$ cat src/rtl/hrpwm_pkg.sv
package hrpwm_pkg;
    // Default timing: 50 MHz clock, 100 kHz switching, four phase quadrants.
    localparam int unsigned DEF_PERIOD_CLKS = 500;
    localparam int unsigned DEF_PH_BITS     = 2;

    // Saturating limit on a requested on-time.
    function automatic logic [15:0] sat_duty(input logic [15:0] req,
                                             input logic [15:0] lim);
        return (req > lim) ? lim : req;
    endfunction
endpackage

$ cat src/rtl/hrpwm_timebase.sv
module hrpwm_timebase #(
    parameter int unsigned PERIOD_CLKS = hrpwm_pkg::DEF_PERIOD_CLKS,
    parameter int unsigned CNT_W       = $clog2(PERIOD_CLKS)
) (
    input  logic             clk,
    input  logic             rst_n,
    output logic [CNT_W-1:0] cnt_nxt,
    output logic             wrap,
    output logic             strobe
);
    localparam logic [CNT_W-1:0] LAST = CNT_W'(PERIOD_CLKS - 1);

    typedef struct packed {
        logic [CNT_W-1:0] cnt;
        logic             strb;
    } tb_state_t;

    tb_state_t st_d, st_q;

    always_comb begin
        st_d      = st_q;
        wrap      = (st_q.cnt == LAST);
        st_d.cnt  = wrap ? '0 : st_q.cnt + 1'b1;
        st_d.strb = wrap;
    end

    always_ff @(posedge clk or negedge rst_n) begin
        if (!rst_n) begin
            st_q.cnt  <= LAST;
            st_q.strb <= 1'b0;
        end else begin
            st_q <= st_d;
        end
    end

    assign cnt_nxt = st_d.cnt;
    assign strobe  = st_q.strb;

    assert_strobe_at_zero_R2: assert property (@(posedge clk) disable iff (!rst_n)
        st_q.strb |-> (st_q.cnt == '0));
    assert_cnt_in_range_R2: assert property (@(posedge clk) disable iff (!rst_n)
        st_q.cnt <= LAST);
    assert_strobe_single_R2: assert property (@(posedge clk) disable iff (!rst_n)
        st_q.strb |=> !st_q.strb);
endmodule

$ cat src/rtl/hrpwm_duty_buf.sv
module hrpwm_duty_buf #(
    parameter int unsigned DUTY_W   = 11,
    parameter int unsigned DUTY_MAX = 2000
) (
    input  logic              clk,
    input  logic              rst_n,
    input  logic              wr,
    input  logic [DUTY_W-1:0] din,
    input  logic              wrap,
    output logic [DUTY_W-1:0] act_nxt
);
    localparam logic [DUTY_W-1:0] LIM = DUTY_W'(DUTY_MAX);

    typedef struct packed {
        logic [DUTY_W-1:0] shd;
        logic [DUTY_W-1:0] act;
    } buf_state_t;

    buf_state_t st_d, st_q;
    logic [15:0] sat_w;

    always_comb begin
        st_d  = st_q;
        sat_w = hrpwm_pkg::sat_duty(16'(din), 16'(LIM));
        if (wr)
            st_d.shd = sat_w[DUTY_W-1:0];
        if (wrap)
            st_d.act = st_q.shd;
    end

    always_ff @(posedge clk or negedge rst_n) begin
        if (!rst_n) begin
            st_q <= '0;
        end else begin
            st_q <= st_d;
        end
    end

    assign act_nxt = st_d.act;

    assert_hold_mid_period_R4: assert property (@(posedge clk) disable iff (!rst_n)
        !wrap |=> $stable(st_q.act));
    assert_shadow_clamped_R5: assert property (@(posedge clk) disable iff (!rst_n)
        st_q.shd <= LIM);
    assert_last_write_R7: assert property (@(posedge clk) disable iff (!rst_n)
        (wr && din <= LIM) |=> (st_q.shd == $past(din)));
endmodule

$ cat src/rtl/hrpwm_phase_sel.sv
module hrpwm_phase_sel #(
    parameter int unsigned CNT_W   = 9,
    parameter int unsigned PH_BITS = hrpwm_pkg::DEF_PH_BITS,
    parameter int unsigned DUTY_W  = 11
) (
    input  logic                     clk,
    input  logic                     rst_n,
    input  logic [CNT_W-1:0]         cnt_nxt,
    input  logic [DUTY_W-1:0]        duty_nxt,
    output logic [(1<<PH_BITS)-1:0]  pat
);
    localparam int unsigned NPH   = 1 << PH_BITS;
    localparam int unsigned CMP_W = ((CNT_W + PH_BITS) > DUTY_W ? (CNT_W + PH_BITS) : DUTY_W) + 1;

    typedef struct packed {
        logic [NPH-1:0] pat;
    } ps_state_t;

    ps_state_t      st_d, st_q;
    logic [NPH-1:0] lvl;

    // One comparator per quadrant: quadrant index of the next clock vs. on-time.
    for (genvar k = 0; k < NPH; k++) begin : g_quad
        logic [CMP_W-1:0] q_idx;
        assign q_idx  = CMP_W'({cnt_nxt, PH_BITS'(k)});
        assign lvl[k] = (q_idx < CMP_W'(duty_nxt));
    end

    always_comb begin
        st_d     = st_q;
        st_d.pat = lvl;
    end

    always_ff @(posedge clk or negedge rst_n) begin
        if (!rst_n) begin
            st_q <= '0;
        end else begin
            st_q <= st_d;
        end
    end

    assign pat = st_q.pat;

    // Thermometer shape: adding one to the pattern yields a power of two.
    assert_thermometer_R8: assert property (@(posedge clk) disable iff (!rst_n)
        $onehot0(st_q.pat & (st_q.pat + 1'b1)) && ((st_q.pat & (st_q.pat + 1'b1)) == '0));
endmodule

$ cat src/rtl/hrpwm_quad.sv
module hrpwm_quad #(
    parameter int unsigned PERIOD_CLKS = hrpwm_pkg::DEF_PERIOD_CLKS,
    parameter int unsigned PH_BITS     = hrpwm_pkg::DEF_PH_BITS,
    parameter int unsigned NPH         = 1 << PH_BITS,
    parameter int unsigned DUTY_MAX    = PERIOD_CLKS * NPH,
    parameter int unsigned DUTY_W      = $clog2(DUTY_MAX + 1)
) (
    input  logic              clk,
    input  logic              rst_n,
    input  logic              duty_wr,
    input  logic [DUTY_W-1:0] duty_in,
    output logic [NPH-1:0]    pwm_quad,
    output logic              period_start
);
    localparam int unsigned CNT_W = $clog2(PERIOD_CLKS);

    logic [CNT_W-1:0]  cnt_nxt;
    logic              wrap;
    logic [DUTY_W-1:0] act_nxt;

    hrpwm_timebase #(
        .PERIOD_CLKS(PERIOD_CLKS),
        .CNT_W      (CNT_W)
    ) u_timebase (
        .clk    (clk),
        .rst_n  (rst_n),
        .cnt_nxt(cnt_nxt),
        .wrap   (wrap),
        .strobe (period_start)
    );

    hrpwm_duty_buf #(
        .DUTY_W  (DUTY_W),
        .DUTY_MAX(DUTY_MAX)
    ) u_duty_buf (
        .clk    (clk),
        .rst_n  (rst_n),
        .wr     (duty_wr),
        .din    (duty_in),
        .wrap   (wrap),
        .act_nxt(act_nxt)
    );

    hrpwm_phase_sel #(
        .CNT_W  (CNT_W),
        .PH_BITS(PH_BITS),
        .DUTY_W (DUTY_W)
    ) u_phase_sel (
        .clk     (clk),
        .rst_n   (rst_n),
        .cnt_nxt (cnt_nxt),
        .duty_nxt(act_nxt),
        .pat     (pwm_quad)
    );

    // After the pulse has ended, nothing rises again before the next period.
    assert_no_rise_R9: assert property (@(posedge clk) disable iff (!rst_n)
        (!pwm_quad[NPH-1] && !wrap) |=> (pwm_quad == '0));
    // Period start and the pulse: the first clock is full high unless the on-time is below one clock.
    assert_start_level_R3: assert property (@(posedge clk) disable iff (!rst_n)
        (period_start && pwm_quad[NPH-1]) |-> (pwm_quad == '1));
endmodule

$ cat config.mk
export PLATFORM = sky130hd
export DESIGN_NAME = hrpwm_quad
export DESIGN_NICKNAME = d
export VERILOG_FILES = /design/src/rtl/hrpwm_pkg.sv /design/src/rtl/hrpwm_timebase.sv /design/src/rtl/hrpwm_duty_buf.sv /design/src/rtl/hrpwm_phase_sel.sv /design/src/rtl/hrpwm_quad.sv
export SDC_FILE = /design/constraint.sdc
export NUM_CORES = 1
export LEC_CHECK = 0
export ABC_AREA = 1
export BUFFER_PORTS_ARGS = -buffer_cell sky130_fd_sc_hd__buf_2
export CORE_MARGIN = 3
export CORE_UTILIZATION = 52
export DETAILED_ROUTE_END_ITERATION = 10
export GPL_TIMING_DRIVEN = 1
export PLACE_DENSITY_LB_ADDON = 0.12
export SLEW_MARGIN = 20
export SYNTH_ARGS = -nofsm -noshare
export SYNTH_HDL_FRONTEND = slang
export SYNTH_SLANG_ARGS = --single-unit
$ cat constraint.sdc
create_clock -name clk -period 2.6 [get_ports clk]
set_clock_uncertainty 0.1 [all_clocks]
set_input_delay 0.65 -clock clk [delete_from_list [all_inputs] [get_ports clk]]
set_output_delay 0.65 -clock clk [all_outputs]
set_load 0.02 [all_outputs]
After elaboration in Yosys (flattened, before gate mapping)
Index checks and enable logic that the tools add are counted.

cells by class
  add/sub/neg operators = 1
  $mul = 0
  divide/modulo/power cells = 0
  order comparisons = 5
  eq/ne operators = 1
  shift operators = 0
  muxes and demuxes = 3
  bitwise operators = 0
  reductions and logical operators = 0

operators with widths
  operator                                                        count
  11-bit less-than comparator                                     4
  11-bit 2-to-1 mux                                               2
  11-bit > comparator (second input constant)                     1
  9-bit by 1-bit adder with 9-bit output (second input constant)  1
  9-bit == test (second input constant)                           1
  9-bit 2-to-1 mux                                                1

word-level totals
  register bits = 36
  latch bits = 0
  memory bits (writable) = 0
  memory bits (read-only) = 0
  bits of input ports = 14
  output and inout bits = 5
  logic and storage cells = 15
  memories = 0

Longest topological paths before layout
  word-level depth = 3
  depth in mapped cells = 19
  mapped depth without buffers = 18

Cells and area by module
Synthesis repeated with hierarchy kept, for this count alone.

second synthesis, totals
  cells, all modules = 220
  area, all modules = 1,869.3 um^2

by module, submodules not included
  module           instances  cells an instance  area each (um^2)  seq. area each (um^2)
  hrpwm_duty_buf   1          104                954.7             550.5
  hrpwm_timebase   1          55                 495.5             259.0
  hrpwm_phase_sel  1          61                 419.2             100.1

Worst setup path before layout
OpenSTA, ideal clock, no wires.

  kind = register to register
  start = register u_timebase.st_q[1] (netlist name)
  end = register u_phase_sel.st_q (netlist bit u_phase_sel.pat[0])
  setup time = 118 ps
  data arrival time = 2,267 ps
  required time = 2,382 ps
  path slack = 115 ps
  cell stages (with the launch flop) = 17
  path buffers = 1
  period minus slack after synthesis = 2,485 ps
  cells stage by stage = dfstp_2 -> ha_1 -> nand2_1 -> nor2_2 -> nand2_4 -> clkinv_2 -> buf_6 -> nor2_2 -> or2_4 -> ha_1 -> nand2_1 -> nor2_1 -> nand2_1 -> nor2_1 -> nand3_1 -> nand2_1 -> nand2_1

between the ends
  cells in the longest elaborated chain, start to end = 3
  elaborated cells between the ends (all ways) = 5
  those cells by class = 1 x add/sub; 1 x order compare; 1 x eq/ne; 2 x mux

ends and longest elaborated chain
  what                                                                     line                                        RTL
  start: declaration                                                       hrpwm_timebase.sv:18                        tb_state_t st_d, st_q;
  start signal: assignment                                                 hrpwm_timebase.sv:32                        st_q <= st_d;
  9-bit by 1-bit adder with 9-bit output or 9-bit == test (tied branches)  hrpwm_timebase.sv:23, hrpwm_timebase.sv:22
  9-bit 2-to-1 mux or 11-bit 2-to-1 mux (tied branches)                    hrpwm_timebase.sv:23, hrpwm_duty_buf.sv:27
  11-bit less-than comparator *                                            hrpwm_phase_sel.sv:26                       assign lvl[k] = (q_idx < CMP_W'(duty_nxt));
  via u_phase_sel.lvl[0]                                                   hrpwm_phase_sel.sv:20                       logic [NPH-1:0] lvl;
  end signal: assignment                                                   hrpwm_phase_sel.sv:38                       st_q <= st_d;
  end: declaration                                                         hrpwm_phase_sel.sv:19                       ps_state_t st_d, st_q;

Mark *: on every way through the listed nets, which the timed path passes. The rest lies on a longest branch.
A chain may end at the register's enable or synchronous reset.

Worst setup path after layout
  start = register u_timebase.st_q[1] (netlist name)
  end = register u_phase_sel.st_q (netlist bit u_phase_sel.pat[0])

between the ends
  cells in the longest elaborated chain, start to end = 3
  elaborated cells between the ends (all ways) = 5
  those cells by class = 1 x add/sub; 1 x order compare; 1 x eq/ne; 2 x mux

ends and longest elaborated chain
  what                                                                     line                                        RTL
  9-bit by 1-bit adder with 9-bit output or 9-bit == test (tied branches)  hrpwm_timebase.sv:23, hrpwm_timebase.sv:22
  9-bit 2-to-1 mux *                                                       hrpwm_timebase.sv:23                        st_d.cnt = wrap ? '0 : st_q.cnt + 1'b1;
  via cnt_nxt[8]                                                           hrpwm_quad.sv:17                            logic [CNT_W-1:0] cnt_nxt;
  11-bit less-than comparator *                                            hrpwm_phase_sel.sv:26
  via u_phase_sel.lvl[0]                                                   hrpwm_phase_sel.sv:20

Marked as above.

==> out/qor.csv <==
metric,value,unit
slowest_stage,dfstp_2,
clock_tree.buffer_depth,2,
drt-pass1-iter-count,4,
critPathMaxStageDelay,560,ps
drt_iter0_drc,59,
ys_top_cells_by_area,"dfrtp_1, nand2_1, dfstp_2",
path_clk_slew,100,ps
outcome,"finished, final reports clean",
finalPower,0.939,mW
die-area,0.00420,mm²
final_nets,276,
stdcell_area,0.00218,mm²
clk_latency,330,ps
max_freq,0.396,GHz
rrSetupSlack,80,ps
crit_path_frequent_cell,nand2_1,
hpwl,2480,µm
postSynthCellCount,213,
grt_pass1_vias,1363,
fin_util,68.5,%
fill_cells,273,
yosys.area.top_type,dfrtp_1,
cts_hold_buf,0,
register_area,910,µm²
wirelength,3330,µm
cts_root_buf,clkbuf_4,
synth-compound-area-share,8.28,%
irDropWorstVdd,351,µV
hp-class,in2async,
h-tree-depth,2,
via_per_inst,4.84,
hold_violations,0,
final.setup.worst_slack,77.2,ps
clock_sinks,36,
synth.top_cell.area_share,40.3,%
fin_hold_ws,283,ps
cp.required,2740,ps
num_io_pins,19,
synth_xor_area_share,0,%
vias,1432,
yosysSeqAreaShare,50.6,%
synth_top_family_by_area,simple AND/OR/NAND/NOR gates,
powerDensity,431,mW/mm²
synthSimpleGateAreaFrac,24.3,%
antenna_found_initial,0,
die_y,64.8,µm
grt_util_met3,5.20,%
worst_pin_slew,770,ps
grtUsageTotal,18.0,%
synthMuxAreaShare,0,%
placementRows,20,
dpl_cell_area,0.00200,mm²
path_class,reg2reg,
dp_slack,-76.4,ps
grt_pass1_wl,5810,µm
num_antenna_cells,0,
cts_buffers,5,
coreArea,0.00318,mm²
critPathLaunchType,register,
slew_headroom,48.7,%
synth_seq_cells,36,
crit_buf_inv,3,
netlist_area,0.00180,mm²
port_buffers,18,
syn_nets,238,
place_congestion,0.779,
grt-busiest-layer,met2,
start_util,56.6,%
critPathCaptureType,register,
worstPathMaxFanout,4,
crit_family,simple AND/OR/NAND/NOR gates,
cts_tree,yes,
layout-drive-gt1-share,31.0,%
maxCapViolations,0,
use_met1,22.6,%
leakagePower,1.25,nW
grt_max_degree,37,
yosys_warnings,0,
grtUsageMet2,30.1,%
syn_area_per_cell,8.45,µm²
synth-adder-area-share,7.65,%
finalSetupViolCount,0,
worstPathCellList,ha_2 > nand2_1 > nor2_4 > nand2_4 > buf_4 > inv_4 > buf_4 > nor3_2 > ha_1 > nand2_2 > nor2_4 > nand2_2 > nor2_2 > nand3_1 > nand2_1 > nand2_1,
routedWlPerCell,11.3,µm
reg2reg_from,u_timebase.st_q[1]$_DFF_PN1_,
multiInputGateArea,779,µm²
startpoint,u_timebase.st_q[1]$_DFF_PN1_,
min_period,2520,ps
drcViolationCount,0,
antenna_left,0,
die_x,64.8,µm
grt-ovfl-total,0,
maxSlewViolCount,0,
syn_to_final_growth,21.0,%
synth_cell_types,27,
worstPathArrival,2660,ps
fin_crit_sh,97.0,%
==> repair_timing <==
| item | 4_1_cts | 5_1_grt |
|---|---|---|
| setup buffers | 0 | 6 |
| gates resized for setup | 3 | 18 |
| setup endpoints to repair | 2 | 4 |
| cloned | 0 | 1 |
| pin swaps | 0 | 11 |
==> area by class of cell <==
class | count | share of cell area [%]
sequential | 36 | 41.8
multi-input combinational | 136 | 35.8
timing repair buffer | 33 | 9.89
inverter | 38 | 6.90
tap | 44 | 2.53
clock buffer | 6 | 2.36
clock inverter | 2 | 0.460
timing repair inverter | 1 | 0.287
==> stage by stage <==
stage | TNS, ps | cells
floorplan | 0 | 213
global placement | 0 | 281
detailed placement | -137 | 281
CTS | 0 | 289
global route | -143 | 296
finish | 0 | 296
==> final timing paths <==
kind                                                   end  cells past startpoint
max in group asynchronous     u_duty_buf.st_q[0]$_DFF_PN0_                      1
max reg2reg                   u_phase_sel.pat[0]$_DFF_PN0_                     16
min in group clk           u_duty_buf.st_q[13]$_DFFE_PN0P_                      2
min                            u_timebase.strobe$_DFF_PN0_                      1
min reg2reg                u_duty_buf.st_q[13]$_DFFE_PN0P_                      2
max                           u_phase_sel.pat[0]$_DFF_PN0_                     16
==> placed cells by master (no fill, tap or decap), types with 2 or more instances in the layout <==
cell type and count:
nand2_1 51, inv_1 34, dfrtp_1 29, nor2_1 19
buf_2 18, buf_4 14, nand3_1 13, ha_1 10
a21oi_1 9, a21oi_2 8, dfstp_2 7, nor2_4 5
clkbuf_4 5, nand2_2 4, nor2_2 3, o21ai_1 2
or2_4 2, inv_2 2, clkinv_2 2
==> routing by layer <==
layer | wire length [µm] | share of wire [%]
met4 | 58 | 1.7
met5 | 0 | 0
met1 | 1500 | 45
met3 | 139 | 4.2
met2 | 1640 | 49
==> worst reg2reg max path: stages (launching register included) <==
cell	delay, ps
dfstp_2	560
ha_2	180
nand2_1	80
nor2_4	120
nand2_4	90
buf_4	150
inv_4	60
buf_4	100
nor3_2	40
ha_1	310
nand2_2	90
nor2_4	110
nand2_2	70
nor2_2	140
nand3_1	90
nand2_1	80
nand2_1	50
==> synthesized netlist by cell type (all sizes together) <==
| cell type | number |
|---|---|
| o21ai | 4 |
| dfstp | 7 |
| nor3 | 1 |
| a31oi | 1 |
| o21a | 1 |
| nor2 | 27 |
| ha | 11 |
| a21oi | 17 |
| nand3 | 13 |
| o21bai | 1 |
| nand2 | 56 |
| dfrtp | 29 |
| inv | 36 |
| and3 | 1 |
| nand4 | 1 |
| or2 | 2 |
| clkinv | 2 |
| buf | 3 |
==> kinds of logic after synthesis <==
family	count (synthesis)
buf+inv	41
compound gates	24
fa+ha+maj	11
simple gates	101
flops	36
==> report_power, final <==
part | leakage (nW) | internal (mW) | switching, mW
registers | 0.458 | 0.576 | 0.0109
logic | 0.750 | 0.0163 | 0.0295
clock network | 0.0380 | 0.129 | 0.178
total | 1.25 | 0.721 | 0.218
==> registers in the layout (all words and copies together), names as in the netlist <==
signal and flops:
u_duty_buf.st_q 22, u_phase_sel.pat 4, u_timebase.st_q 9, u_timebase.strobe 1
Power figures use the tool's default switching activity.
